File: src/rtl/sleep_seq_pkg.sv
package sleep_seq_pkg;
  typedef enum logic [2:0] {
    ST_AWAKE  = 3'd0,
    ST_REQ    = 3'd1,
    ST_PDWAIT = 3'd2,
    ST_SLEEP  = 3'd3,
    ST_SETTLE = 3'd4
  } seq_state_e;

  localparam int GATE_FLASH = 0;
  localparam int GATE_FOSC  = 1;
  localparam int GATE_FILT  = 2;
  localparam int GATE_VREF  = 3;
  localparam int GATE_NUM   = 4;
endpackage

File: src/rtl/sleep_seq_fsm.sv
module sleep_seq_fsm
  import sleep_seq_pkg::*;
#(
  parameter int CNT_W = 8
) (
  input  logic             clk_i,
  input  logic             rst_ni,
  input  logic             sleep_wr_i,
  input  logic             sleep_wdata_i,
  input  logic             bus_ack_i,
  input  logic             wake_i,
  input  logic             lp_tick_i,
  input  logic [CNT_W-1:0] settle_cycles_i,
  input  logic             pd_i,
  output seq_state_e       state_o,
  output logic             sleep_bit_o,
  output logic             bus_req_o
);
  localparam logic [CNT_W-1:0] CNT_MAX = '1;

  seq_state_e       state_q, state_d;
  logic [CNT_W-1:0] cnt_q, cnt_d;
  logic             sleep_q;
  logic             set_req, settle_done;

  assign set_req     = (state_q == ST_AWAKE) && sleep_wr_i && sleep_wdata_i;
  assign settle_done = (state_q == ST_SETTLE) && !pd_i && (cnt_q == settle_cycles_i);

  always_comb begin
    state_d = state_q;
    unique case (state_q)
      ST_AWAKE:  if (set_req)     state_d = ST_REQ;
      ST_REQ:    if (bus_ack_i)   state_d = ST_PDWAIT;
      ST_PDWAIT:                  state_d = ST_SLEEP;
      ST_SLEEP:  if (wake_i)      state_d = ST_SETTLE;
      ST_SETTLE: if (settle_done) state_d = ST_AWAKE;
      default:                    state_d = ST_AWAKE;
    endcase
  end

  // tick counter runs only while settling, saturates at full scale
  always_comb begin
    cnt_d = '0;
    if (state_q == ST_SETTLE && !settle_done) begin
      cnt_d = cnt_q;
      if (lp_tick_i && cnt_q != CNT_MAX) cnt_d = cnt_q + 1'b1;
    end
  end

  always_ff @(posedge clk_i or negedge rst_ni) begin
    if (!rst_ni) begin
      state_q <= ST_AWAKE;
      cnt_q   <= '0;
      sleep_q <= 1'b0;
    end else begin
      state_q <= state_d;
      cnt_q   <= cnt_d;
      if (set_req)          sleep_q <= 1'b1;
      else if (settle_done) sleep_q <= 1'b0;
    end
  end

  assign state_o     = state_q;
  assign sleep_bit_o = sleep_q;
  assign bus_req_o   = sleep_q | set_req;

  AST_NO_PD_WITHOUT_ACK: assert property (@(posedge clk_i) disable iff (!rst_ni)
    (state_q == ST_REQ && !bus_ack_i) |=> (state_q != ST_PDWAIT));
  AST_SETTLE_COUNT: assert property (@(posedge clk_i) disable iff (!rst_ni)
    (state_q == ST_SETTLE && state_d == ST_AWAKE) |-> (cnt_q == settle_cycles_i && !pd_i));
  AST_WRITE_IGNORED: assert property (@(posedge clk_i) disable iff (!rst_ni)
    (state_q != ST_AWAKE && state_q != ST_SETTLE) |=> sleep_q);
endmodule

File: src/rtl/sleep_pd_edge.sv
module sleep_pd_edge
  import sleep_seq_pkg::*;
(
  input  logic       clk_i,
  input  logic       rst_ni,
  input  seq_state_e state_i,
  output logic       pd_o
);
  logic pd_q;

  // power-down changes only on the falling edge
  always_ff @(negedge clk_i or negedge rst_ni) begin
    if (!rst_ni) pd_q <= 1'b0;
    else         pd_q <= (state_i == ST_PDWAIT) || (state_i == ST_SLEEP);
  end

  assign pd_o = pd_q;

  AST_PD_AFTER_ACK: assert property (@(posedge clk_i) disable iff (!rst_ni)
    $rose(pd_q) |-> (state_i == ST_PDWAIT));
  AST_PD_DROP_ON_WAKE: assert property (@(posedge clk_i) disable iff (!rst_ni)
    $fell(pd_q) |-> (state_i == ST_SETTLE));
endmodule

File: src/rtl/sleep_enable_gate.sv
module sleep_enable_gate #(
  parameter int N_GATED = 4
) (
  input  logic               pd_i,
  output logic [N_GATED-1:0] gated_en_o,
  output logic               sysclk_en_o,
  output logic               aon_en_o
);
  for (genvar g = 0; g < N_GATED; g++) begin : g_gate
    assign gated_en_o[g] = ~pd_i;
  end

  assign sysclk_en_o = ~pd_i;
  assign aon_en_o    = 1'b1;
endmodule

File: src/rtl/cpu_sleep_seq.sv
module cpu_sleep_seq
  import sleep_seq_pkg::*;
#(
  parameter int CNT_W   = 8,
  parameter int N_GATED = GATE_NUM
) (
  input  logic               clk_i,
  input  logic               rst_ni,
  input  logic               sleep_wr_i,
  input  logic               sleep_wdata_i,
  input  logic               xtal_wr_i,
  input  logic               xtal_wdata_i,
  input  logic [CNT_W-1:0]   settle_cycles_i,
  input  logic               lp_tick_i,
  input  logic               wake_i,
  input  logic               bus_ack_i,
  output logic               bus_req_o,
  output logic               sleep_bit_o,
  output logic               pd_o,
  output logic [N_GATED-1:0] gated_en_o,
  output logic               sysclk_en_o,
  output logic               aon_en_o,
  output logic               xtal_en_o
);
  seq_state_e state;
  logic       pd;
  logic       xtal_q;

  sleep_seq_fsm #(.CNT_W(CNT_W)) u_fsm (
    .clk_i           (clk_i),
    .rst_ni          (rst_ni),
    .sleep_wr_i      (sleep_wr_i),
    .sleep_wdata_i   (sleep_wdata_i),
    .bus_ack_i       (bus_ack_i),
    .wake_i          (wake_i),
    .lp_tick_i       (lp_tick_i),
    .settle_cycles_i (settle_cycles_i),
    .pd_i            (pd),
    .state_o         (state),
    .sleep_bit_o     (sleep_bit_o),
    .bus_req_o       (bus_req_o)
  );

  sleep_pd_edge u_pd (
    .clk_i   (clk_i),
    .rst_ni  (rst_ni),
    .state_i (state),
    .pd_o    (pd)
  );

  sleep_enable_gate #(.N_GATED(N_GATED)) u_gate (
    .pd_i        (pd),
    .gated_en_o  (gated_en_o),
    .sysclk_en_o (sysclk_en_o),
    .aon_en_o    (aon_en_o)
  );

  // crystal enable has its own bit, untouched by power-down
  always_ff @(posedge clk_i or negedge rst_ni) begin
    if (!rst_ni)        xtal_q <= 1'b0;
    else if (xtal_wr_i) xtal_q <= xtal_wdata_i;
  end

  assign xtal_en_o = xtal_q;
  assign pd_o      = pd;

  AST_REQ_HELD_IN_PD: assert property (@(posedge clk_i) disable iff (!rst_ni)
    pd |-> bus_req_o);
  AST_GATES_OFF: assert property (@(posedge clk_i) disable iff (!rst_ni)
    pd |-> (gated_en_o == '0 && !sysclk_en_o && aon_en_o));
  AST_XTAL_STABLE: assert property (@(posedge clk_i) disable iff (!rst_ni)
    !xtal_wr_i |=> $stable(xtal_en_o));
  AST_RELEASE_AFTER_PD: assert property (@(posedge clk_i) disable iff (!rst_ni)
    $fell(bus_req_o) |-> (!pd && $past(!pd)));
endmodule

File: config.mk
export PLATFORM = sky130hd
export DESIGN_NAME = cpu_sleep_seq
export DESIGN_NICKNAME = d
export VERILOG_FILES = /design/src/rtl/sleep_seq_pkg.sv /design/src/rtl/sleep_seq_fsm.sv /design/src/rtl/sleep_pd_edge.sv /design/src/rtl/sleep_enable_gate.sv /design/src/rtl/cpu_sleep_seq.sv
export SDC_FILE = /design/constraint.sdc
export NUM_CORES = 1
export LEC_CHECK = 0
export BUFFER_PORTS_ARGS = -buffer_cell sky130_fd_sc_hd__buf_2
export CAP_MARGIN = 20
export CORE_MARGIN = 2
export CORE_UTILIZATION = 40
export CTS_CLUSTER_DIAMETER = 60
export DETAILED_ROUTE_END_ITERATION = 6
export PLACE_DENSITY_LB_ADDON = 0.2
export SLEW_MARGIN = 20
export SYNTH_ARGS = -nofsm -noshare
export SYNTH_HDL_FRONTEND = slang
export SYNTH_HIERARCHICAL = 1
export SYNTH_SLANG_ARGS = --single-unit
File: constraint.sdc
create_clock -name clk_i -period 3.1 [get_ports clk_i]
set_input_delay 0.31 -clock clk_i [delete_from_list [all_inputs] [get_ports clk_i]]
set_output_delay 0.31 -clock clk_i [all_outputs]
set_load 0.02 [all_outputs]
==> flow_summary_export.csv, run 1 <==
group,metric,value,unit
status,status,"completed",
floorplan,io_pins,27,
flow_run,maxCapViolCount,0,
placed_design,io_buffers,25,
floorplan,fp.dieArea,2495,um2
synth,yosysWarnings,6,
timing,hold_slack,0.2622,ns
setup_path,cp_top_family,"simple AND/OR/NAND/NOR gates",
setup_path,critPathLaunchType,"register",
hold_path,min_from,"xtal_wdata_i",
placed_design,dp_cells,131,
synth,yosys.area.top_type,"dfrtp_1",
floorplan,die_w,49.95,um
setup_path,startpoint,"u_pd/pd_o",
detailed_routing,dr_wl_met3,105,um
setup_path,crit_fanout,9,
setup_path,r2r-end,"u_fsm/cnt_q[3]",
detailed_routing,wl_met2,730,um
final_layout,syn_to_final_growth,22.22,%
timing,setup_violations,0,
global_routing,grt_pass1_wl,2.787,mm
detailed_routing,wl_met1,822,um
synth,yosys_register_bits,14,
timing,hold_viol_final,0,
synth,synth-seq-area-share,41.48,%
setup_path,crit_chain,"or4_4 -> o31ai_4 -> buf_12 -> nor3_1",
detailed_routing,highest_layer,"met4",
final_layout,final_util,52.08,%
synth,synth_top_family_by_area,"simple AND/OR/NAND/NOR gates",
power_and_ir_drop,peakVddDrop,0.2949,mV
detailed_routing,drt_iter0_markers,17,
synth,synth_compound_area_share,15.26,%
synth,yosys.area_share.simple,18.22,%
hold_path,min_to,"xtal_en_o",
global_routing,antenna_found_initial,0,
detailed_routing,drt-total-wl,1.667,mm
clock_network,cts_sinks,14,
synth,syn_area_per_cell,10.18,um2
detailed_routing,final_antenna_net_count,0,
clock_network,ctsLongestPathBuffers,2,
synth,syn-instance-count,83,
floorplan,core,1982,um2
detailed_routing,dr.pass1.iters,4,
clock_network,path_clk_slew,0.09,ns
synth,synth_cell_type_count,32,
setup_path,cp-end-kind,"register",
clock_network,cts_tree,"yes",
synth,syn_nets,101,
power_and_ir_drop,power_density,563.8,nW/um2
timing,finClkSkew,0.004680,ns
setup_path,worstPathRequired,3.27,ns
hold_path,hold_depth,2,
clock_network,postCtsSetupBuffers,0,
timing,slew_headroom,63.03,%
global_routing,grt_max_degree,15,
placed_design,post-dp-hpwl,1.240,mm
synth,synthArstFlopShare,100.0,%
timing,finalSetupTns,0,ns
hold_path,hold_path.class,"in2reg",
setup_path,slowest_delay,0.56,ns
setup_path,worstRegToRegCells,4,
synth,synth_mux_area_share,5.481,%
setup_path,critical_path_class,"reg2reg",
synth,ys.flop_type,"dfrtp_1",
clock_network,cts_hold_buf,1,
setup_path,r2r-start,"u_pd/pd_o",
global_routing,grt_overflow,0,
timing,rsz0062_at_grt,"false",
global_routing,grtUsageTotal,14.82,%
floorplan,row_count,16,
clock_network,clk_latency,0.28,ns
global_routing,first_global_vias,622,
detailed_routing,vias,692,
final_layout,layout_commonest_cell,"buf_2",
synth,yosys-top-cells-area,"dfrtp_1 39%, xnor2_1 7.3%, buf_4 4.4%",
setup_path,cp_slowest_cell,"or4_4",
final_layout,final_nets,128,
detailed_routing,drc,0,
detailed_routing,wl_per_cell,12.26,um
synth,synth_top_area_share,38.52,%
floorplan,initial_core_util,42.61,%
setup_path,worstPathArrival,3.19,ns
detailed_routing,viasPerCell,5.088,
clock_network,cts.htree.levels,1,
clock_network,root_buffer,"clkbuf_4",
power_and_ir_drop,leakagePower,0.4695,nW
timing,worstMarginPinSlew,0.5406,ns
final_layout,fillCellCount,200,
setup_path,r2r_slack,0.09,ns
synth,synthXorXnorAreaFrac,11.41,%
synth,synth_area,844.6,um2
synth,synth_edf_count,0,
final_layout,num_antenna_cells,0,
synth,synthAdderAreaFrac,1.481,%
placed_design,gp_congestion,0.7800,
final_layout,drive_above_1_share,33.03,%
clock_network,postCtsResizedCells,0,
final_layout,regArea,350.3,um2
final_layout,multi_input_area,441.7,um2
setup_path,worstPathBufferInverterCount,1,
timing,drv_slew,0,
final_layout,final_cells,136,
final_layout,mostFrequentLayoutCells,"25 x buf_2, 13 x dfrtp_1, 7 x xnor2_1, 7 x nor2_1",
floorplan,die_y,49.95,um
clock_network,numCtsBuffers,3,
## final cells by class
| type | count | share of cell area, % |
|---|---|---|
| clock buffers | 4 | 3.515 |
| well taps | 27 | 3.273 |
| inverters | 4 | 1.455 |
| multi-input cells | 60 | 42.79 |
| flip-flops and latches | 14 | 33.94 |
| repair buffers | 27 | 15.03 |
## cells in the mapped netlist, types with 2 or more instances
library cell and instances:
xor2_1 4, a211oi_1 2, a21oi_1 2, a31oi_1 2
dfrtp_1 13, a2111oi_0 2, xnor2_1 7, mux2i_1 2
nand2b_1 2, inv_1 4, nand3_1 5, nor2_1 7
nand2_1 5, buf_4 5, nor3_1 3, and4_1 2
## metal layers
| layer | up-vias | GRT usage (%) |
|---|---|---|
| met4 | 0 | 5.556 |
| met1 | 321 | 21.44 |
| li1 | 344 | - |
| met3 | 2 | 3.030 |
| met5 | - | 0 |
| met2 | 25 | 21.56 |
## stage by stage
step	instance area [um2]	worst slack [ns]	total power, W
global placement	985.9	0.1078	0.0004454
global route	1032	0.02197	0.0006199
CTS	1032	0.07162	0.0005868
floorplan	844.6	0.007484	0.0004034
finish	1032	0.08743	0.0005819
detailed placement	985.9	0.08026	0.0004500
## state kept, by name, indices dropped and copies added, names as in the netlist
signal             cells
u_pd/pd_o              1
u_fsm/cnt_q            8
u_fsm/state_o          3
xtal_en_o              1
u_fsm/sleep_bit_o      1
## worst register-to-register path, delay by kind of cell, from the launching register on
kind	cells	cell delay [ns]
flip-flops	1	0.36
AO/OA/AOI/OAI	1	0.23
AND/OR/NAND/NOR	2	0.61
buffers and inverters	1	0.16
## worst max-delay path by stage
| stage | to | slack (ns) | cells past startpoint |
|---|---|---|---|
| 3_5_place_dp | u_fsm/cnt_q[3] | 0.08 | 4 |
| 5_1_grt | u_fsm/cnt_q[3] | 0.02 | 4 |
| 4_1_cts | u_fsm/cnt_q[3] | 0.07 | 4 |
| 2_1_floorplan | u_fsm/cnt_q[2] | 0.007 | 3 |
| 6_report | u_fsm/cnt_q[3] | 0.09 | 4 |
| 3_3_place_gp | u_fsm/cnt_q[3] | 0.11 | 4 |
## power breakdown
group | total (W) | switching [W] | internal (W)
clock | 0.000135 | 0.0000640 | 0.0000714
sequential | 0.000248 | 0.0000380 | 0.000210
combinational | 0.000199 | 0.000110 | 0.0000888
## logic make-up after synthesis
family,count (synthesis)
adders and majority gates,1
xor gates and xnor gates,11
other,1
buffers and inverters,9
AOI/OAI and AO/OA,15
and+or+nand+nor,28
DFF,14
muxes,4
Note: power is estimated with default switching activity, not from simulation.
==> inputs of run 2 (changes only) <==
Settings changed: ABC_AREA from default to 1.
==> flow_summary_export.csv, run 2 <==
group,metric,value,unit
setup_path,cp_top_family,"flip-flops",
setup_path,slowest_delay,0.42,ns
setup_path,crit_chain,"inv_1 -> buf_2",
global_routing,grtUsageTotal,17.34,%
clock_network,cts_sinks,14,
floorplan,row_count,17,
global_routing,grt_overflow,0,
hold_path,hold_path.class,"in2reg",
synth,yosys.area_share.simple,38.68,%
synth,yosys.area.top_type,"dfrtp_1",
synth,synthAdderAreaFrac,1.316,%
timing,finalSetupTns,0,ns
synth,synth_compound_area_share,6.711,%
setup_path,worstPathRequired,2.79,ns
clock_network,path_clk_slew,0.08,ns
synth,synth-seq-area-share,36.84,%
floorplan,die_w,52.76,um
detailed_routing,dr.pass1.iters,4,
floorplan,initial_core_util,42.58,%
placed_design,io_buffers,25,
power_and_ir_drop,peakVddDrop,0.4307,mV
clock_network,cts_hold_buf,1,
synth,synth_top_area_share,34.21,%
placed_design,post-dp-hpwl,1.664,mm
floorplan,core,2233,um2
global_routing,antenna_found_initial,0,
synth,synth_commonest_cells,"41 x nand2_1, 21 x inv_1, 14 x nor2_1",
global_routing,grt_max_degree,15,
detailed_routing,drt_iter0_markers,22,
power_and_ir_drop,power.total,0.0006632,W
final_layout,regMostFlops,"u_fsm/cnt_q",
final_layout,drive_above_1_share,27.67,%
power_and_ir_drop,power_density,590.3,nW/um2
clock_network,numCtsBuffers,3,
setup_path,cp_slowest_cell,"dfrtn_1",
final_layout,syn_to_final_growth,18.16,%
synth,synthArstFlopShare,100.0,%
synth,syn_nets,151,
synth,synth_edf_count,0,
synth,yosysMostFrequentCell,"nand2_1",
synth,ys.flop_type,"dfrtp_1",
final_layout,num_antenna_cells,0,
setup_path,worstPathArrival,2.48,ns
final_layout,largest_reg_flops,8,
final_layout,mostFrequentLayoutCells,"41 x nand2_1, 25 x buf_2, 21 x inv_1, 14 x nor2_1, 13 x dfrtp_1",
timing,hold_viol_final,0,
detailed_routing,viasPerCell,4.674,
setup_path,worstPathBufferInverterCount,2,
synth,syn_area_per_cell,7.150,um2
synth,synth_cell_type_count,29,
synth,yosysWarnings,6,
clock_network,postCtsResizedCells,0,
synth,yosys-top-cells-area,"dfrtp_1 34%, nand2_1 16%, inv_1 8.3%",
final_layout,final_cells,187,
setup_path,critical_path_class,"reg2out",
flow_run,maxCapViolCount,0,
floorplan,die_y,52.76,um
synth,synth_mux_area_share,0,%
synth,synth_area,950.9,um2
synth,synth_top_family_by_area,"simple AND/OR/NAND/NOR gates",
final_layout,layout_commonest_cell,"nand2_1",
setup_path,critPathLaunchType,"register",
timing,setup_violations,0,
clock_network,root_buffer,"clkbuf_4",
synth,syn-instance-count,133,
timing,finClkSkew,0.004491,ns
final_layout,final_nets,178,
floorplan,io_pins,27,
timing,drv_slew,0,
setup_path,crit_fanout,5,
detailed_routing,drc,0,
timing,rsz0062_at_grt,"false",
detailed_routing,drt-total-wl,2.055,mm
synth,synthXorXnorAreaFrac,1.842,%
clock_network,clk_latency,0.28,ns
clock_network,cts_tree,"yes",
placed_design,dp_cells,182,
power_and_ir_drop,leakagePower,0.5632,nW
clock_network,postCtsSetupBuffers,0,
status,status,"completed",
floorplan,fp.dieArea,2783,um2
placed_design,gp_congestion,0.8429,
synth,yosys_register_bits,14,
detailed_routing,vias,874,
global_routing,grt_pass1_wl,3.546,mm
clock_network,cts.htree.levels,1,
setup_path,cp-end-kind,"output pin",
detailed_routing,final_antenna_net_count,0,
detailed_routing,wl_per_cell,10.99,um
clock_network,ctsLongestPathBuffers,2,
global_routing,first_global_vias,871,
==> run 2: cell types whose count changed in the layout (fill, tap and decap cells not counted), moves of 3 or more <==
cell	before	now
xor2_1	4	0
nor2_2	0	3
inv_1	4	21
xnor2_1	7	2
nor2_1	7	14
nand2_1	5	41
==> run 2: final timing paths <==
path	to	slack [ns]	start	cells after the start
setup / recovery	gated_en_o[0]	0.31	u_pd/pd_o	2
max in group asynchronous	u_pd/pd_o	0.95	rst_ni	2
min in group asynchronous	u_fsm/state_o[1]	0.45	rst_ni	2
hold / removal	xtal_en_o	0.24	xtal_wdata_i	3
hold reg to reg	xtal_en_o	0.49	xtal_en_o	2
setup reg to reg	u_fsm/cnt_q[6]	0.37	u_pd/pd_o	7
==> run 2: cells by family (layout without fill, tap and decap cells) <==
kind of cell    after synthesis  count (layout)
other cells                   1               1
simple gates                 77              77
compound gates                9               9
flops                        14              14
buf+inv                      29              55
fa+ha+maj                     1               1
xor+xnor                      2               2
==> run 2: layer usage <==
metal | GRT usage (%) | share of wire [%]
met3 | 1.714 | 4.6
met4 | 7.265 | 0.58
met5 | 0 | 0
met2 | 31.87 | 52
met1 | 20.14 | 43
==> run 2: where the power goes <==
part | switching [W] | total, W | internal, W
combinational | 0.000183 | 0.000286 | 0.000103
sequential | 0.0000327 | 0.000246 | 0.000214
clock | 0.0000592 | 0.000131 | 0.0000714
==> run 2: cell type report <==
class                   instances  area (um2)
fillers                       228        1110
multi-input cells              90       465.4
flip-flops and latches         14       350.3
repair buffers                 28       150.1
inverters                      23       86.33
clock buffers                   4       36.28
well taps                      28       35.03
==> run 2: through the flow <==
stage / hold WS (ns) / utilization, % / setup WS, ns / instance area, um2
global placement: 0.2240 / 48.24 / 0.4377 / 1077
CTS: 0.2378 / 50.31 / 0.2954 / 1124
global route: 0.2422 / 50.31 / 0.2460 / 1124
floorplan: 0.01441 / - / 0.3446 / 950.9
finish: 0.2430 / 50.31 / 0.3112 / 1124
detailed placement: 0.2282 / 48.24 / 0.3856 / 1077
==> run 2: worst reg2reg max path, delay by kind of cell, from the launching register on <==
kind	cells	cell delay [ns]
AND/OR/NAND/NOR	4	0.39
buffers and inverters	2	0.20
AO/OA/AOI/OAI	1	0.09
flip-flops	1	0.42
==> inputs of run 3 (changes only) <==
Settings changed: CORE_UTILIZATION 40 to 32.
==> flow_summary_export.csv, run 3 (synthesis gave the netlist of run 2 again) <==
group,metric,value,unit
timing,hold_slack,0.2312,ns
final_layout,largest_reg_flops,8,
global_routing,grtUsageTotal,12.75,%
clock_network,numCtsBuffers,3,
detailed_routing,wl_met1,915,um
setup_path,critPathLaunchType,"register",
floorplan,die_w,58.51,um
floorplan,io_pins,27,
timing,setup_violations,0,
detailed_routing,dr_wl_met3,85,um
detailed_routing,drt-total-wl,1.894,mm
final_layout,mostFrequentLayoutCells,"41 x nand2_1, 25 x buf_2, 21 x inv_1, 14 x nor2_1, 13 x dfrtp_1",
power_and_ir_drop,leakagePower,0.5590,nW
detailed_routing,drt_iter0_markers,34,
setup_path,critical_path_class,"reg2out",
detailed_routing,wl_per_cell,10.02,um
status,status,"completed",
clock_network,postCtsResizedCells,0,
setup_path,worstPathArrival,2.48,ns
detailed_routing,viasPerCell,4.577,
placed_design,dpl_worst_slack,0.3131,ns
clock_network,path_clk_slew,0.08,ns
final_layout,final_nets,177,
timing,finClkSkew,0.007301,ns
timing,drv_slew,0,
setup_path,worstRegToRegCells,7,
setup_path,r2r-end,"u_fsm/cnt_q[4]",
global_routing,first_global_vias,777,
detailed_routing,vias,865,
timing,rsz0062_at_grt,"false",
detailed_routing,drc,0,
final_layout,drive_above_1_share,27.22,%
global_routing,grt_pass1_wl,3.360,mm
timing,hold_viol_final,0,
floorplan,fp.dieArea,3423,um2
global_routing,grt_overflow,0,
setup_path,crit_fanout,5,
floorplan,core,2781,um2
final_layout,final_util,40.26,%
setup_path,worstSetupEndpoint,"gated_en_o[0]",
clock_network,cts_sinks,14,
floorplan,row_count,19,
global_routing,antenna_found_initial,0,
flow_run,maxCapViolCount,0,
timing,finalSetupTns,0,ns
setup_path,startpoint,"u_pd/pd_o",
hold_path,hold_path.class,"in2reg",
setup_path,cp-end-kind,"output pin",
clock_network,cts.htree.levels,1,
final_layout,syn_to_final_growth,17.76,%
placed_design,gp_congestion,0.8344,
setup_path,worstPathRequired,2.79,ns
clock_network,root_buffer,"clkbuf_4",
timing,fin_ws,0.3121,ns
clock_network,clk_latency,0.28,ns
final_layout,fillCellCount,300,
detailed_routing,final_antenna_net_count,0,
detailed_routing,dr.pass1.iters,4,
clock_network,cts_tree,"yes",
detailed_routing,wl_met2,877,um
final_layout,regMostFlops,"u_fsm/cnt_q",
detailed_routing,highest_layer,"met4",
final_layout,layout_commonest_cell,"nand2_1",
power_and_ir_drop,power_density,584.4,nW/um2
final_layout,num_antenna_cells,0,
power_and_ir_drop,peakVddDrop,0.3439,mV
placed_design,io_buffers,25,
floorplan,die_y,58.51,um
clock_network,ctsLongestPathBuffers,2,
placed_design,post-dp-hpwl,1.563,mm
setup_path,r2r_slack,0.33,ns
global_routing,grt_max_degree,15,
floorplan,initial_core_util,34.19,%
setup_path,r2r-start,"u_pd/pd_o",
[run 3: cell types whose count changed in the layout (fill, tap and decap cells not counted)]
cell / change
buf_4: -1
[run 3: metal layers]
layer | vias up | track usage, %
met5 | - | 0
met4 | 0 | 5.980
met3 | 2 | 1.978
met2 | 20 | 19.90
met1 | 388 | 17.26
li1 | 455 | -
[run 3: layout make-up]
type	count	area [um2]	share of cell area (%)
inverters	23	86.33	7.710
well taps	31	38.79	3.464
multi-input cells	90	465.4	41.56
clock buffers	4	36.28	3.240
flip-flops and latches	14	350.3	31.29
repair buffers	27	142.6	12.74
[run 3: worst min-delay path by stage]
stage	from	to	slack, ns	depth (start not counted)
after floorplan	rst_ni	u_fsm/cnt_q[0]	0.01	0
after global placement	rst_ni	u_fsm/state_o[1]	0.22	1
after detailed placement	rst_ni	u_fsm/state_o[1]	0.22	1
after CTS	xtal_wdata_i	xtal_en_o	0.23	3
after global routing	xtal_wdata_i	xtal_en_o	0.26	3
final	xtal_wdata_i	xtal_en_o	0.23	3
[run 3: repair_timing]
item | 4_1_cts | 5_1_grt
buffers inserted | 0 | 0
hold buffers | 1 | 0
endpoints found under the hold margin | 13 | 0
[run 3: critical path: stages (launching register included)]
cell	delay, ns
dfrtn_1	0.42
inv_1	0.07
buf_2	0.16
[run 3: where the power goes]
part           total [W]  leakage (nW)  internal, W  switching (W)
registers       0.000245         0.183     0.000214      0.0000311
clock network   0.000131        0.0210    0.0000713      0.0000600
logic           0.000278         0.355    0.0000997       0.000179
[run 3: stage by stage]
| stage | power [W] | instances | cell area, um2 |
|---|---|---|---|
| after floorplan | 0.0004803 | 133 | 950.9 |
| after global placement | 0.0005280 | 184 | 1074 |
| after detailed placement | 0.0005292 | 184 | 1074 |
| after CTS | 0.0006591 | 189 | 1120 |
| after global routing | 0.0007034 | 189 | 1120 |
| final | 0.0006545 | 189 | 1120 |
